[config.mk]
export PLATFORM = sky130hd
export DESIGN_NAME = hazard_fwd_ctrl
export DESIGN_NICKNAME = d
export VERILOG_FILES = /design/src/rtl/hfc_pkg.sv /design/src/rtl/hfc_match.sv /design/src/rtl/hfc_track.sv /design/src/rtl/hfc_fwd_sel.sv /design/src/rtl/hazard_fwd_ctrl.sv
export SDC_FILE = /design/constraint.sdc
export NUM_CORES = 1
export LEC_CHECK = 0
export BUFFER_PORTS_ARGS = -buffer_cell sky130_fd_sc_hd__buf_2
export CAP_MARGIN = 10
export CORE_UTILIZATION = 45
export DETAILED_ROUTE_END_ITERATION = 8
export PLACE_DENSITY = 0.69
export SYNTH_ARGS = -nofsm -noshare
export SYNTH_HDL_FRONTEND = slang
export SYNTH_SLANG_ARGS = --single-unit
export TNS_END_PERCENT = 100
[constraint.sdc]
create_clock -name clk -period 2.6 [get_ports clk]
set_clock_uncertainty 0.2 [all_clocks]
set_input_delay 0.52 -clock clk [delete_from_list [all_inputs] [get_ports clk]]
set_output_delay 0.52 -clock clk [all_outputs]
set_load 0.05 [all_outputs]
[src/rtl/hfc_pkg.sv]
package hfc_pkg;
  typedef enum logic [1:0] {
    SRC_RF    = 2'd0,
    SRC_EXMEM = 2'd1,
    SRC_MEMWB = 2'd2
  } fwd_src_e;
endpackage

[src/rtl/hfc_match.sv]
module hfc_match #(
  parameter int AW = 5
) (
  input  logic          stg_valid,
  input  logic          stg_wen,
  input  logic [AW-1:0] stg_rd,
  input  logic [AW-1:0] src,
  output logic          hit
);
  // Register 0 is constant zero, so it can never carry a dependence.
  assign hit = stg_valid && stg_wen && (stg_rd != '0) && (stg_rd == src);
endmodule

[src/rtl/hfc_track.sv]
module hfc_track #(
  parameter int AW = 5
) (
  input  logic          clk,
  input  logic          rst,
  input  logic          take_id,
  input  logic          flush,
  input  logic          id_valid,
  input  logic          id_wen,
  input  logic          id_load,
  input  logic [AW-1:0] id_rd,
  output logic          ex_v,
  output logic          ex_w,
  output logic          ex_l,
  output logic [AW-1:0] ex_rd,
  output logic          mem_v,
  output logic          mem_w,
  output logic [AW-1:0] mem_rd,
  output logic          wb_we,
  output logic [AW-1:0] wb_rd
);
  logic load_id;
  logic keep_ex;

  assign load_id = take_id && id_valid;
  assign keep_ex = !flush;

  always_ff @(posedge clk) begin
    if (rst) begin
      ex_v   <= 1'b0;
      ex_w   <= 1'b0;
      ex_l   <= 1'b0;
      ex_rd  <= '0;
      mem_v  <= 1'b0;
      mem_w  <= 1'b0;
      mem_rd <= '0;
      wb_we  <= 1'b0;
      wb_rd  <= '0;
    end else begin
      ex_v   <= load_id;
      ex_w   <= load_id && id_wen;
      ex_l   <= load_id && id_load;
      ex_rd  <= load_id ? id_rd : '0;
      mem_v  <= keep_ex && ex_v;
      mem_w  <= keep_ex && ex_v && ex_w;
      mem_rd <= keep_ex ? ex_rd : '0;
      wb_we  <= mem_v && mem_w && (mem_rd != '0);
      wb_rd  <= mem_rd;
    end
  end
endmodule

[src/rtl/hfc_fwd_sel.sv]
module hfc_fwd_sel #(
  parameter int NSRC = 2
) (
  input  logic                  clk,
  input  logic                  rst,
  input  logic                  load_en,
  input  logic                  fwd_en,
  input  logic [NSRC-1:0]       hit_ex,
  input  logic [NSRC-1:0]       hit_mem,
  output logic [NSRC-1:0][1:0]  sel
);
  import hfc_pkg::*;

  // Selects are resolved in decode and registered, so the execute stage sees
  // them straight from a flop. The stage now in execute becomes the
  // execute/memory register next cycle and is the younger writer.
  for (genvar s = 0; s < NSRC; s++) begin : g_sel
    always_ff @(posedge clk) begin
      if (rst || !load_en || !fwd_en) begin
        sel[s] <= SRC_RF;
      end else if (hit_ex[s]) begin
        sel[s] <= SRC_EXMEM;
      end else if (hit_mem[s]) begin
        sel[s] <= SRC_MEMWB;
      end else begin
        sel[s] <= SRC_RF;
      end
    end
  end
endmodule

[src/rtl/hazard_fwd_ctrl.sv]
module hazard_fwd_ctrl #(
  parameter int AW   = 5,
  parameter int NSRC = 2
) (
  input  logic          clk,
  input  logic          rst,
  input  logic          fwd_en_i,
  input  logic          id_valid_i,
  input  logic [AW-1:0] id_rs1_i,
  input  logic [AW-1:0] id_rs2_i,
  input  logic [AW-1:0] id_rd_i,
  input  logic          id_wen_i,
  input  logic          id_load_i,
  input  logic          br_taken_i,
  output logic          stall_o,
  output logic          flush_o,
  output logic [1:0]    fwd_a_o,
  output logic [1:0]    fwd_b_o,
  output logic          ex_valid_o,
  output logic          mem_valid_o,
  output logic          wb_we_o,
  output logic [AW-1:0] wb_rd_o
);
  logic [NSRC-1:0][AW-1:0] src;
  logic [NSRC-1:0]         hit_ex;
  logic [NSRC-1:0]         hit_mem;
  logic [NSRC-1:0][1:0]    sel;

  logic          ex_v, ex_w, ex_l;
  logic [AW-1:0] ex_rd;
  logic          mem_v, mem_w;
  logic [AW-1:0] mem_rd;
  logic          wb_we;
  logic [AW-1:0] wb_rd;

  logic load_use, raw_wait, hazard, flush, stall, take_id;

  always_comb begin
    src    = '0;
    src[0] = id_rs1_i;
    if (NSRC > 1) src[NSRC-1] = id_rs2_i;
  end

  for (genvar s = 0; s < NSRC; s++) begin : g_src
    hfc_match #(.AW(AW)) u_ex (
      .stg_valid (ex_v),
      .stg_wen   (ex_w),
      .stg_rd    (ex_rd),
      .src       (src[s]),
      .hit       (hit_ex[s])
    );
    hfc_match #(.AW(AW)) u_mem (
      .stg_valid (mem_v),
      .stg_wen   (mem_w),
      .stg_rd    (mem_rd),
      .src       (src[s]),
      .hit       (hit_mem[s])
    );
  end

  // With bypass, only a load still in execute is too late for its consumer.
  // Without bypass, anything not yet in write-back is too late.
  assign load_use = id_valid_i && ex_l && (|hit_ex);
  assign raw_wait = id_valid_i && ((|hit_ex) || (|hit_mem));
  assign hazard   = fwd_en_i ? load_use : raw_wait;
  assign flush    = br_taken_i && mem_v;
  assign stall    = hazard && !flush;
  assign take_id  = !flush && !stall;

  hfc_track #(.AW(AW)) u_track (
    .clk      (clk),
    .rst      (rst),
    .take_id  (take_id),
    .flush    (flush),
    .id_valid (id_valid_i),
    .id_wen   (id_wen_i),
    .id_load  (id_load_i),
    .id_rd    (id_rd_i),
    .ex_v     (ex_v),
    .ex_w     (ex_w),
    .ex_l     (ex_l),
    .ex_rd    (ex_rd),
    .mem_v    (mem_v),
    .mem_w    (mem_w),
    .mem_rd   (mem_rd),
    .wb_we    (wb_we),
    .wb_rd    (wb_rd)
  );

  hfc_fwd_sel #(.NSRC(NSRC)) u_sel (
    .clk     (clk),
    .rst     (rst),
    .load_en (take_id && id_valid_i),
    .fwd_en  (fwd_en_i),
    .hit_ex  (hit_ex),
    .hit_mem (hit_mem),
    .sel     (sel)
  );

  assign stall_o     = stall;
  assign flush_o     = flush;
  assign fwd_a_o     = sel[0];
  assign fwd_b_o     = sel[NSRC-1];
  assign ex_valid_o  = ex_v;
  assign mem_valid_o = mem_v;
  assign wb_we_o     = wb_we;
  assign wb_rd_o     = wb_rd;
endmodule

==> impl_results.md <==
* Max-slew violations at 0
* Worst Setup Start Kind: flop
* DRT Wirelength at about 2200 µm
* RSZ-0062 raised after global routing: yes
* Hold WC Path Type: primary input to flop
* IO buf count at 35
* CP arrival at 1.85 ns
* Initial antenna violation count at 0
* Rows at 17
* Register area share after synthesis at 0.4734
* WS Path Type: flop to output port
* WP data required at 1.88 ns
* Most frequent cells in the layout: 34 x buf_2, 19 x dfxtp_1, 12 x xor2_1
* CP Depth at 6
* Vias in the first global route at 898
* Register bit total from synthesis at 25
* Worst path bufs/invs at 1
* GR Overflow Total at 0
* Hpwl dp at 1735 µm
* Total power at ~670 µW
* Ranking of synthesized cells by area: dfxtp_1 47%, xor2_1 9.9%, xnor2_1 6.6%
* Register share of total power at 0.606
* Maximum VDD drop at 269.6 µV
* P_int at 494.3 µW
* Hold_ws at about 0.2 ns
* Final Hold Viols at 0
* Yosys top cell area share at 0.4734
* Clock Pin Slew Worst Setup and Hold Paths at 0.13 ns
* DRT Pass-1 Iters at 4
* Placed cell area at approximately 1300 µm²
* Max Fclk at ~390 MHz
* CP max stage delay at roughly 0.4 ns
* Synthesized area at 1057 µm²
* First DRT Iteration DRCs at 10
* Non-Filler Instances at 180
* CTS HTree Levels at 1
* IO Count at 36
* Critical-path top delay cell: a221o_2
* Longest Clk Path Bufs at 2
* Fin area at ~1400 µm²
* Via/cell ratio at approximately 5
* Worst slew margin at 0.6893
* Worst Path Max Fanout at 4
* GPL Wtd Cong at ~0.77
* Library cells used by synthesis at 26
* Clk sinks at 25
* DRT antenna net count at 0
* Pin count of the biggest net entering global routing at 14
* DRC Markers at 0
* Antenna cells at 0
* Vias at 898
* Maxcap violations at 0
* Post-Syn Instances at 105
* First-pass GRT wire length at 3719 µm
* Net Count, Synth at 127
* Die Y at 50.47 µm
* Clk network pwr share at 0.254
* Crit path max-delay family: compound AO/OA/AOI/OAI gates
* Placed cell count at approximately 170
* Yosys warning count at 0
* Routed len/inst at 12.39 µm
* Clock latency on the worst-skew pair at about 0.31 ns
* Worst reg-to-reg path cell count at 6
* Endpoints failing setup at 0
* Endpoint class of the critical path: output port
* Final Cycle Share at 0.9903
* P_leak at 0.0006348 µW
* Initial Util at 0.4779
* P per Cell Area at roughly 480 nW/µm²
* Final Critical Period at 2.575 ns
* Status: completed
* Area leader, netlist: dfxtp_1
* Sw frac at 0.2580
* Hold Buf Count CTS at 0
* TritonCTS clock tree: built
* Area grow syn2layout at 31.12%
* CTS Buf Count at 3
* Die width at about 50 µm
* Clock root cell: clkbuf_4
* Worst slew pin tran at 0.4652 ns
* Post-layout util at 0.6267
* Mean cell area of the mapped netlist at 10.07 µm²
* CORE AREA at 2212 µm²
* Fin nets at 175
* CP cell instances: xor2_1 > nor3_2 > nand3_1 > a221o_2 > a21oi_4 > buf_6
* Commonest non-fill, non-tap cell in the layout: buf_2
* GRT Util Overall at 0.1989
* Hold Path Depth at 3
* Switching Power at ~170 µW
* Layout cells sized above 1 at 0.4079
* Combinational share of power at 0.140
* Die area at 2547 µm²
synth_stat cells:
| cell | n |
|---|---|
| nor2b_1 | 5 |
| or4_1 | 1 |
| a211oi_2 | 1 |
| nor4_1 | 2 |
| and2_1 | 6 |
| and3_1 | 2 |
| a211o_1 | 1 |
| inv_2 | 1 |
| o211ai_2 | 1 |
| xor2_1 | 12 |
| nand2_1 | 8 |
| nand3_1 | 5 |
| o21ai_0 | 2 |
| xnor2_1 | 8 |
| or4_4 | 1 |
| o211ai_4 | 1 |
| and2_2 | 1 |
| a211oi_1 | 2 |
| a21oi_1 | 1 |
| inv_1 | 2 |
| a221oi_4 | 1 |
| dfxtp_1 | 25 |
| a221o_2 | 1 |
| nor2_1 | 3 |
| nand2b_1 | 1 |
| nor3_1 | 11 |
worst min-delay path: cells and delay by family:
| family | cells | cell delay, ns |
|---|---|---|
| buffers and inverters | 1 | 0.09 |
| AND/OR/NAND/NOR | 2 | 0.08 |
per-stage QoR:
stage | TNS (ns) | setup slack [ns]
3_5_place_dp | -0.02473 | -0.02473
6_report | 0 | 0.02522
4_1_cts | 0 | 0.001657
5_1_grt | -0.07951 | -0.07951
2_1_floorplan | 0 | 0.1038
3_3_place_gp | -0.007046 | -0.007046
area by class of cell:
| type | instances | area, µm² |
|---|---|---|
| Fill cell | 200 | 825.8 |
| Multi-Input combinational cell | 77 | 561.8 |
| Sequential cell | 25 | 510.5 |
| Timing Repair Buffer | 43 | 241.5 |
| Tap cell | 28 | 35.03 |
| Clock buffer | 4 | 26.28 |
| Inverter | 3 | 11.26 |
final timing paths:
kind | to | slack, ns | startpoint
min | u_track.ex_rd[1] | 0.20 | id_rd_i[1]
max reg2reg | u_track.ex_rd[0] | 0.71 | u_track.mem_rd[0]
min reg2reg | u_sel.sel[0] | 0.26 | u_track.ex_l
max | stall_o | 0.03 | u_track.ex_rd[4]
sequential cells by signal (all words and copies together), names as in the netlist:
register	flops
u_sel.sel	4
u_track.ex_l	1
u_track.ex_rd	5
u_track.ex_v	1
u_track.ex_w	1
u_track.mem_rd	5
u_track.mem_v	1
u_track.mem_w	1
u_track.wb_rd	5
u_track.wb_we	1
power by group through the flow:
| stage | Clock (µW) | Sequential (µW) | Combinational [µW] |
|---|---|---|---|
| detailed placement | 0 | 412 | 90.4 |
| global placement | 0 | 412 | 88.0 |
| floorplan | 0 | 420 | 42.2 |
| global route | 190 | 406 | 101 |
| CTS | 175 | 404 | 91.6 |
| finish | 169 | 404 | 93.0 |
per-layer routing:
| layer | vias up | GRT usage | part of all wire |
|---|---|---|---|
| met2 | 39 | 0.3467 | 0.48 |
| met4 | 0 | 0.1204 | 0.035 |
| met5 | - | 0 | 0 |
| li1 | 457 | - | - |
| met1 | 391 | 0.2241 | 0.43 |
| met3 | 11 | 0.03333 | 0.061 |
cell families after synthesis:
group | synth area share
AOI/OAI and AO/OA | 0.1160
xor gates and xnor gates | 0.1657
buffers and inverters | 0.01065
DFF | 0.4734
and+or+nand+nor | 0.2343
what timing repair did:
action	in CTS	in global routing
resized for setup	5	5
buffers inserted	2	0
pin swaps	3	2
endpoints found under the setup margin	1	1
No activity file was read; power rests on OpenSTA's default activity.
